### src/rtl/fpcvt_pkg.sv
package fpcvt_pkg;
  localparam int OP_W    = 64;
  localparam int INT_W   = 64;
  localparam int WORD_W  = 32;
  localparam int MANT_W  = 53;
  localparam int EXP_W   = 13;
  localparam int MAG_W   = INT_W + 1;
  localparam int FRAC_W  = 64;
  localparam int ALIGN_W = MAG_W + FRAC_W + 1;

  typedef enum logic [1:0] {
    RM_NEAR = 2'd0,
    RM_ZERO = 2'd1,
    RM_UP   = 2'd2,
    RM_DOWN = 2'd3
  } rmode_e;

  typedef struct packed {
    logic             sign;
    logic             special;
    logic             huge;
    logic [MAG_W-1:0] mag;
    logic             rnd;
    logic             sticky;
    logic             lng;
    rmode_e           mode;
  } stage1_t;
endpackage

### src/rtl/fpcvt_unpack.sv
module fpcvt_unpack
  import fpcvt_pkg::*;
(
  input  logic                    op_dbl,
  input  logic [OP_W-1:0]         op,
  output logic                    sign,
  output logic                    special,
  output logic                    zero,
  output logic                    tiny,
  output logic signed [EXP_W-1:0] exp_unb,
  output logic [MANT_W-1:0]       mant
);
  logic [10:0] d_exp;
  logic [7:0]  s_exp;

  always_comb begin
    d_exp = op[62:52];
    s_exp = op[30:23];
    if (op_dbl) begin
      sign    = op[63];
      special = &d_exp;
      zero    = (d_exp == '0) && (op[51:0] == '0);
      tiny    = (d_exp == '0) && (op[51:0] != '0);
      exp_unb = $signed({2'b00, d_exp}) - 13'sd1023;
      mant    = {1'b1, op[51:0]};
    end else begin
      sign    = op[31];
      special = &s_exp;
      zero    = (s_exp == '0) && (op[22:0] == '0);
      tiny    = (s_exp == '0) && (op[22:0] != '0);
      exp_unb = $signed({5'b00000, s_exp}) - 13'sd127;
      mant    = {1'b1, op[22:0], 29'b0};
    end
  end
endmodule

### src/rtl/fpcvt_align.sv
module fpcvt_align
  import fpcvt_pkg::*;
(
  input  logic                    zero,
  input  logic                    tiny,
  input  logic signed [EXP_W-1:0] exp_unb,
  input  logic [MANT_W-1:0]       mant,
  output logic [MAG_W-1:0]        mag,
  output logic                    rnd,
  output logic                    sticky,
  output logic                    huge
);
  localparam int PT_OFS = FRAC_W - (MANT_W - 1);
  localparam int MAX_E  = MAG_W - 1;

  logic [ALIGN_W-1:0] wide;
  logic [EXP_W-1:0]   shv;

  always_comb begin
    shv  = exp_unb + EXP_W'(PT_OFS);
    wide = {{(ALIGN_W-MANT_W){1'b0}}, mant} << shv[6:0];
    mag    = '0;
    rnd    = 1'b0;
    sticky = 1'b0;
    huge   = 1'b0;
    if (zero) begin
      sticky = 1'b0;
    end else if (tiny || exp_unb < -13'sd1) begin
      sticky = 1'b1;
    end else if (exp_unb > EXP_W'(MAX_E)) begin
      huge = 1'b1;
    end else begin
      mag    = wide[ALIGN_W-2:FRAC_W];
      rnd    = wide[FRAC_W-1];
      sticky = |wide[FRAC_W-2:0];
    end
  end
endmodule

### src/rtl/fpcvt_round.sv
module fpcvt_round
  import fpcvt_pkg::*;
(
  input  stage1_t          s1,
  output logic [INT_W-1:0] res,
  output logic             inv,
  output logic             inx
);
  logic             inc;
  logic [MAG_W:0]   mag_r;
  logic [MAG_W:0]   lim_pos;
  logic             ovf;
  logic [INT_W-1:0] signed_v;

  always_comb begin
    unique case (s1.mode)
      RM_NEAR: inc = s1.rnd & (s1.sticky | s1.mag[0]);
      RM_ZERO: inc = 1'b0;
      RM_UP:   inc = ~s1.sign & (s1.rnd | s1.sticky);
      default: inc = s1.sign & (s1.rnd | s1.sticky);
    endcase
    mag_r   = {1'b0, s1.mag} + {{MAG_W{1'b0}}, inc};
    lim_pos = s1.lng ? {{(MAG_W-INT_W+2){1'b0}}, {(INT_W-1){1'b1}}}
                     : {{(MAG_W-WORD_W+2){1'b0}}, {(WORD_W-1){1'b1}}};
    ovf     = s1.sign ? (mag_r > lim_pos + 1'b1) : (mag_r > lim_pos);
    inv     = s1.special | s1.huge | ovf;
    signed_v = s1.sign ? (~mag_r[INT_W-1:0] + 1'b1) : mag_r[INT_W-1:0];
    if (inv) begin
      res = lim_pos[INT_W-1:0];
      inx = 1'b0;
    end else begin
      res = s1.lng ? signed_v
                   : {{(INT_W-WORD_W){signed_v[WORD_W-1]}}, signed_v[WORD_W-1:0]};
      inx = s1.rnd | s1.sticky;
    end
  end
endmodule

### src/rtl/fp2int_cvt.sv
module fp2int_cvt
  import fpcvt_pkg::*;
(
  input  logic             clk,
  input  logic             rst_n,
  input  logic             in_valid,
  input  logic [OP_W-1:0]  in_op,
  input  logic             in_src_dbl,
  input  logic             in_dst_long,
  input  logic             in_rm_explicit,
  input  logic [1:0]       in_rm_sel,
  input  logic [1:0]       ctrl_rm,
  output logic             out_valid,
  output logic [INT_W-1:0] out_int,
  output logic             out_invalid,
  output logic             out_inexact
);
  logic                    u_sign, u_special, u_zero, u_tiny;
  logic signed [EXP_W-1:0] u_exp;
  logic [MANT_W-1:0]       u_mant;
  logic [MAG_W-1:0]        a_mag;
  logic                    a_rnd, a_sticky, a_huge;
  stage1_t                 s1_d, s1_q;
  logic                    v1_q;
  logic [INT_W-1:0]        r_res, res_q;
  logic                    r_inv, r_inx, inv_q, inx_q, lng_q;

  fpcvt_unpack u_unpack (
    .op_dbl(in_src_dbl), .op(in_op), .sign(u_sign), .special(u_special),
    .zero(u_zero), .tiny(u_tiny), .exp_unb(u_exp), .mant(u_mant)
  );

  fpcvt_align u_align (
    .zero(u_zero), .tiny(u_tiny), .exp_unb(u_exp), .mant(u_mant),
    .mag(a_mag), .rnd(a_rnd), .sticky(a_sticky), .huge(a_huge)
  );

  always_comb begin
    s1_d.sign    = u_sign;
    s1_d.special = u_special;
    s1_d.huge    = a_huge;
    s1_d.mag     = a_mag;
    s1_d.rnd     = a_rnd;
    s1_d.sticky  = a_sticky;
    s1_d.lng     = in_dst_long;
    s1_d.mode    = rmode_e'(in_rm_explicit ? in_rm_sel : ctrl_rm);
  end

  always_ff @(posedge clk or negedge rst_n) begin
    if (!rst_n) begin
      v1_q <= 1'b0;
      s1_q <= '0;
    end else begin
      v1_q <= in_valid;
      if (in_valid) s1_q <= s1_d;
    end
  end

  fpcvt_round u_round (.s1(s1_q), .res(r_res), .inv(r_inv), .inx(r_inx));

  always_ff @(posedge clk or negedge rst_n) begin
    if (!rst_n) begin
      out_valid <= 1'b0;
      res_q     <= '0;
      inv_q     <= 1'b0;
      inx_q     <= 1'b0;
      lng_q     <= 1'b0;
    end else begin
      out_valid <= v1_q;
      if (v1_q) begin
        res_q <= r_res;
        inv_q <= r_inv;
        inx_q <= r_inx;
        lng_q <= s1_q.lng;
      end
    end
  end

  assign out_int     = res_q;
  assign out_invalid = inv_q;
  assign out_inexact = inx_q;


  latency_two_chk: assert property (@(posedge clk) disable iff (!rst_n)
    out_valid == $past(in_valid, 2));

  sat_value_chk: assert property (@(posedge clk) disable iff (!rst_n)
    (out_valid && out_invalid) |->
      out_int == (lng_q ? 64'h7FFF_FFFF_FFFF_FFFF : 64'h0000_0000_7FFF_FFFF));

  flag_excl_chk: assert property (@(posedge clk) disable iff (!rst_n)
    out_valid |-> !(out_invalid && out_inexact));

  word_sext_chk: assert property (@(posedge clk) disable iff (!rst_n)
    (out_valid && !lng_q) |-> out_int[63:32] == {32{out_int[31]}});

  idle_low_chk: assert property (@(posedge clk) disable iff (!rst_n)
    $past(!in_valid) && $past(!v1_q) |-> !out_valid);
endmodule

### config.mk
export PLATFORM = sky130hd
export DESIGN_NAME = fp2int_cvt
export DESIGN_NICKNAME = d
export VERILOG_FILES = /design/src/rtl/fpcvt_pkg.sv /design/src/rtl/fpcvt_unpack.sv /design/src/rtl/fpcvt_align.sv /design/src/rtl/fpcvt_round.sv /design/src/rtl/fp2int_cvt.sv
export SDC_FILE = /design/constraint.sdc
export NUM_CORES = 1
export LEC_CHECK = 0
export ABC_AREA = 1
export BUFFER_PORTS_ARGS = -buffer_cell sky130_fd_sc_hd__buf_2
export CAP_MARGIN = 20
export CORE_MARGIN = 4
export CORE_UTILIZATION = 40
export CTS_CLUSTER_SIZE = 16
export DETAILED_ROUTE_END_ITERATION = 8
export SLEW_MARGIN = 30
export SYNTH_ARGS = -nofsm -noshare
export SYNTH_HDL_FRONTEND = slang
export SYNTH_SLANG_ARGS = --single-unit
export TNS_END_PERCENT = 10
### constraint.sdc
create_clock -name clk -period 5.9 [get_ports clk]
set_input_delay 1.18 -clock clk [delete_from_list [all_inputs] [get_ports clk]]
set_output_delay 1.18 -clock clk [all_outputs]
set_load 0.02 [all_outputs]
==> results.py <==
metrics = {
    "outcome": {
        "status": "complete, no violations",
    },
    "timing": {
        "timing.final.crit_share": 0.8470,
        "rsz0062_at_grt": "false",
        "slew_headroom": 0.3788,
        "setup_viol": 0,
        "fin_setup_tns_ns": 0,
        "slew_violations": 0,
        "finalWorstSetupSlack_ns": 0.9027,
        "hold_violations": 0,
        "layout_min_cycle_time_ns": 4.997,
        "finalClockSkew_ns": 0.009468,
        "max_freq_mhz": 200.1,
        "tightest_slew_ns": 0.9261,
    },
    "floorplan": {
        "rows": 77,
        "design.die.area_um2": 48270,
        "initial_core_util": 0.4054,
        "die_w_um": 219.7,
        "core_area_um2": 44220,
        "io_pins": 141,
        "chipHeight_um": 219.7,
    },
    "logic_synthesis": {
        "yosysTopAreaCellShare": 0.2701,
        "syn_nets": 3418,
        "ys_ff_latch": 141,
        "synthCells": 3299,
        "synth_area_leader_cell": "nand2_1",
        "synth_common_cells": "nand2_1, nand3_1, nor2_1, inv_1, o21ai_0",
        "synth_area_per_cell_um2": 5.434,
        "synth_edf_count": 0,
        "yosysMostFrequentCell": "nand2_1",
        "synth_cell_types": 50,
        "syn_area_um2": 17930,
        "synth_ff_type": "dfrtp_1",
        "synth_warnings": 0,
        "seq_area_frac_synth": 0.1968,
        "ys_async_sr_fraction": 1.000,
        "yosys-top-cells-area": "nand2_1, dfrtp_1, nand3_1",
    },
    "clocking": {
        "cts_tree": "done",
        "cts_hold_buffers": 0,
        "cts.repair.resized": 0,
        "clk_path_buf_depth": 2,
        "cts.clk_slew.worst_paths_ns": 0.07,
        "cts-root-buf": "clkbuf_16",
        "cts_buffers": 17,
        "h-tree-depth": 4,
        "clock-sinks": 141,
        "clkLatencyLatePin_ns": 0.46,
        "postCtsSetupRepairBufs": 0,
    },
    "place": {
        "place_ws_ns": 0.5324,
        "place.gp.congestion": 1.075,
        "io_buffers": 140,
        "hpwl_um": 65410,
    },
    "global_route": {
        "grt_antenna_before_repair": 2,
        "grt_pass1_wl_um": 122100,
        "grt_max_degree": 88,
        "grt_pass1_vias": 20450,
        "grt_use_total": 0.3272,
        "grt-ovfl-total": 0,
    },
    "job": {
        "cap_violations": 0,
    },
    "worst_setup_path": {
        "cp_max_fo": 64,
        "setup.worst_path.end_class": "flop",
        "worstSetupPathType": "in2reg",
        "critPathLaunchType": "input pin",
        "cp.required_ns": 6.24,
        "worst-endpoint-arrival_ns": 5.34,
    },
    "pwr": {
        "vdd_drop_max_uv": 188.1,
        "p_per_area_nw_per_um2": 277.6,
        "p_leak_nw": 10.02,
    },
    "routing": {
        "drt_iter0_drc": 2019,
        "finalWirelength_um": 79710,
        "post-route-drc-count": 0,
        "ant_nets": 0,
        "route.vias.total": 21850,
        "post_drt_wl_per_cell_um": 20.14,
        "via_per_inst": 5.523,
        "dr.pass1.iters": 5,
    },
    "layout": {
        "multiInputGateArea_um2": 12800,
        "nets": 3470,
        "drive_gt1_frac": 0.09067,
        "regArea_um2": 3531,
        "area_growth_pct": 10.13,
        "n_fill_cell": 5097,
    },
    "worst_hold_path": {
        "hp-class": "reg2reg",
    },
}
## worst paths after layout
check / from / endpoint / slack (ns) / cells past startpoint
min reg2reg: out_int[41]$_DFFE_PN0P_ / out_int[41]$_DFFE_PN0P_ / 0.47 / 2
max: in_op[52] / s1_q[3]$_DFFE_PN0P_ / 0.90 / 22
min in group asynchronous: rst_n / out_int[12]$_DFFE_PN0P_ / 0.78 / 1
max reg2reg: s1_q[72]$_DFFE_PN0P_ / out_int[24]$_DFFE_PN0P_ / 1.00 / 28
max in group asynchronous: rst_n / s1_q[59]$_DFFE_PN0P_ / 3.86 / 2
min: out_int[41]$_DFFE_PN0P_ / out_int[41]$_DFFE_PN0P_ / 0.47 / 2
## sequential cells by signal, indices dropped and copies added (netlist names)
register and count:
out_int 64, s1_q 73, out_invalid 1, out_valid 1, out_inexact 1, v1_q 1
## per-stage QoR
stage | instance area, µm² | total power, W | util | cells | hold slack, ns
finish | 19740 | 0.005480 | 0.4464 | 3957 | 0.4717
global route | 19740 | 0.005863 | 0.4464 | 3956 | 0.4889
CTS | 19740 | 0.005439 | 0.4464 | 3956 | 0.4789
detailed placement | 19120 | 0.004291 | 0.4324 | 3924 | 0.4609
global placement | 19090 | 0.004300 | 0.4317 | 3923 | 0.4595
floorplan | 17930 | 0.003287 | - | 3299 | 0.3519
## worst max-delay path, stage by stage
cell,delay [ns]
buf_2,0.44
ha_1,0.31
a21oi_1,0.07
o21ai_0,0.13
nand2_2,0.18
clkinv_1,0.09
buf_4,0.51
nand3_1,0.14
nand2_1,0.12
nand2_1,0.08
nand2_2,0.48
nand3_1,0.38
nand2_1,0.19
nand2_1,0.06
nor2_1,0.08
nand2_1,0.05
nor2_1,0.22
nand3_1,0.16
nand2_1,0.20
nand2_1,0.09
nand2_1,0.11
nand2_1,0.06
## power by group
part,switching [W],leakage (nW),internal (W)
Clock,0.000524,0.300,0.000612
Sequential,0.000140,1.76,0.00113
Combinational,0.00220,7.96,0.000874
## area by class of cell
class	instances	share of cell area
Inverter	245	0.04658
Clock inverter	15	0.009824
Timing Repair Buffer	188	0.05698
Sequential cell	141	0.1789
Clock buffer	17	0.02155
Tap cell	592	0.03752
Multi-Input combinational cell	2758	0.6486
Antenna cell	1	0.0001268
## logic make-up (layout without fill, tap and decap cells)
| group | count (synthesis) | after routing | share of synthesized area |
|---|---|---|---|
| and+or+nand+nor | 2364 | 2364 | 0.5635 |
| buffers and inverters | 400 | 465 | 0.09032 |
| AOI/OAI and AO/OA | 315 | 315 | 0.1013 |
| DFF | 141 | 141 | 0.1968 |
| adders and majority gates | 45 | 45 | 0.03141 |
| xor gates and xnor gates | 34 | 34 | 0.01661 |
| other | 0 | 1 | 0 |
## placed cells by master, fill, tap and decap left out, types with 3 or more instances in the layout
cell type  netlist  layout
nand3b_1         4       4
a221oi_1         4       4
nand2_2         15      18
inv_2           15      17
o22ai_1         23      23
xor2_1          30      30
and2_1          18      18
o211ai_1        14      14
clkinv_1         2       3
inv_8            0       5
nand4_1         59      59
inv_1          228     225
a21o_1           4       4
o21ai_1          9       7
buf_4            5      44
nand2_1       1290    1287
nor2_2          18      18
nor2_1         348     348
inv_6            0       4
o221ai_1        10      10
nor4_1          18      18
a31oi_1         10      10
nand3_1        550     550
nor3_1          17      17
clkbuf_16        0      17
buf_12           0       3
or2_2            7       7
o21ai_0        148     148
nor2_4           9       9
a21oi_1         58      58
nand2_4          3       3
o21a_1           4       4
o21bai_1        21      21
a211oi_1         3       3
clkinv_8         0       4
xnor2_1          4       4
buf_2           40     139
ha_1            45      44
dfrtp_1        141     139
## routing by layer
layer,global-route usage,share of wire
met4,0.1936,0.066
met2,0.5376,0.46
met5,0,0.00016
met3,0.03696,0.055
met1,0.4143,0.42
Power figures use the tool's default switching activity.
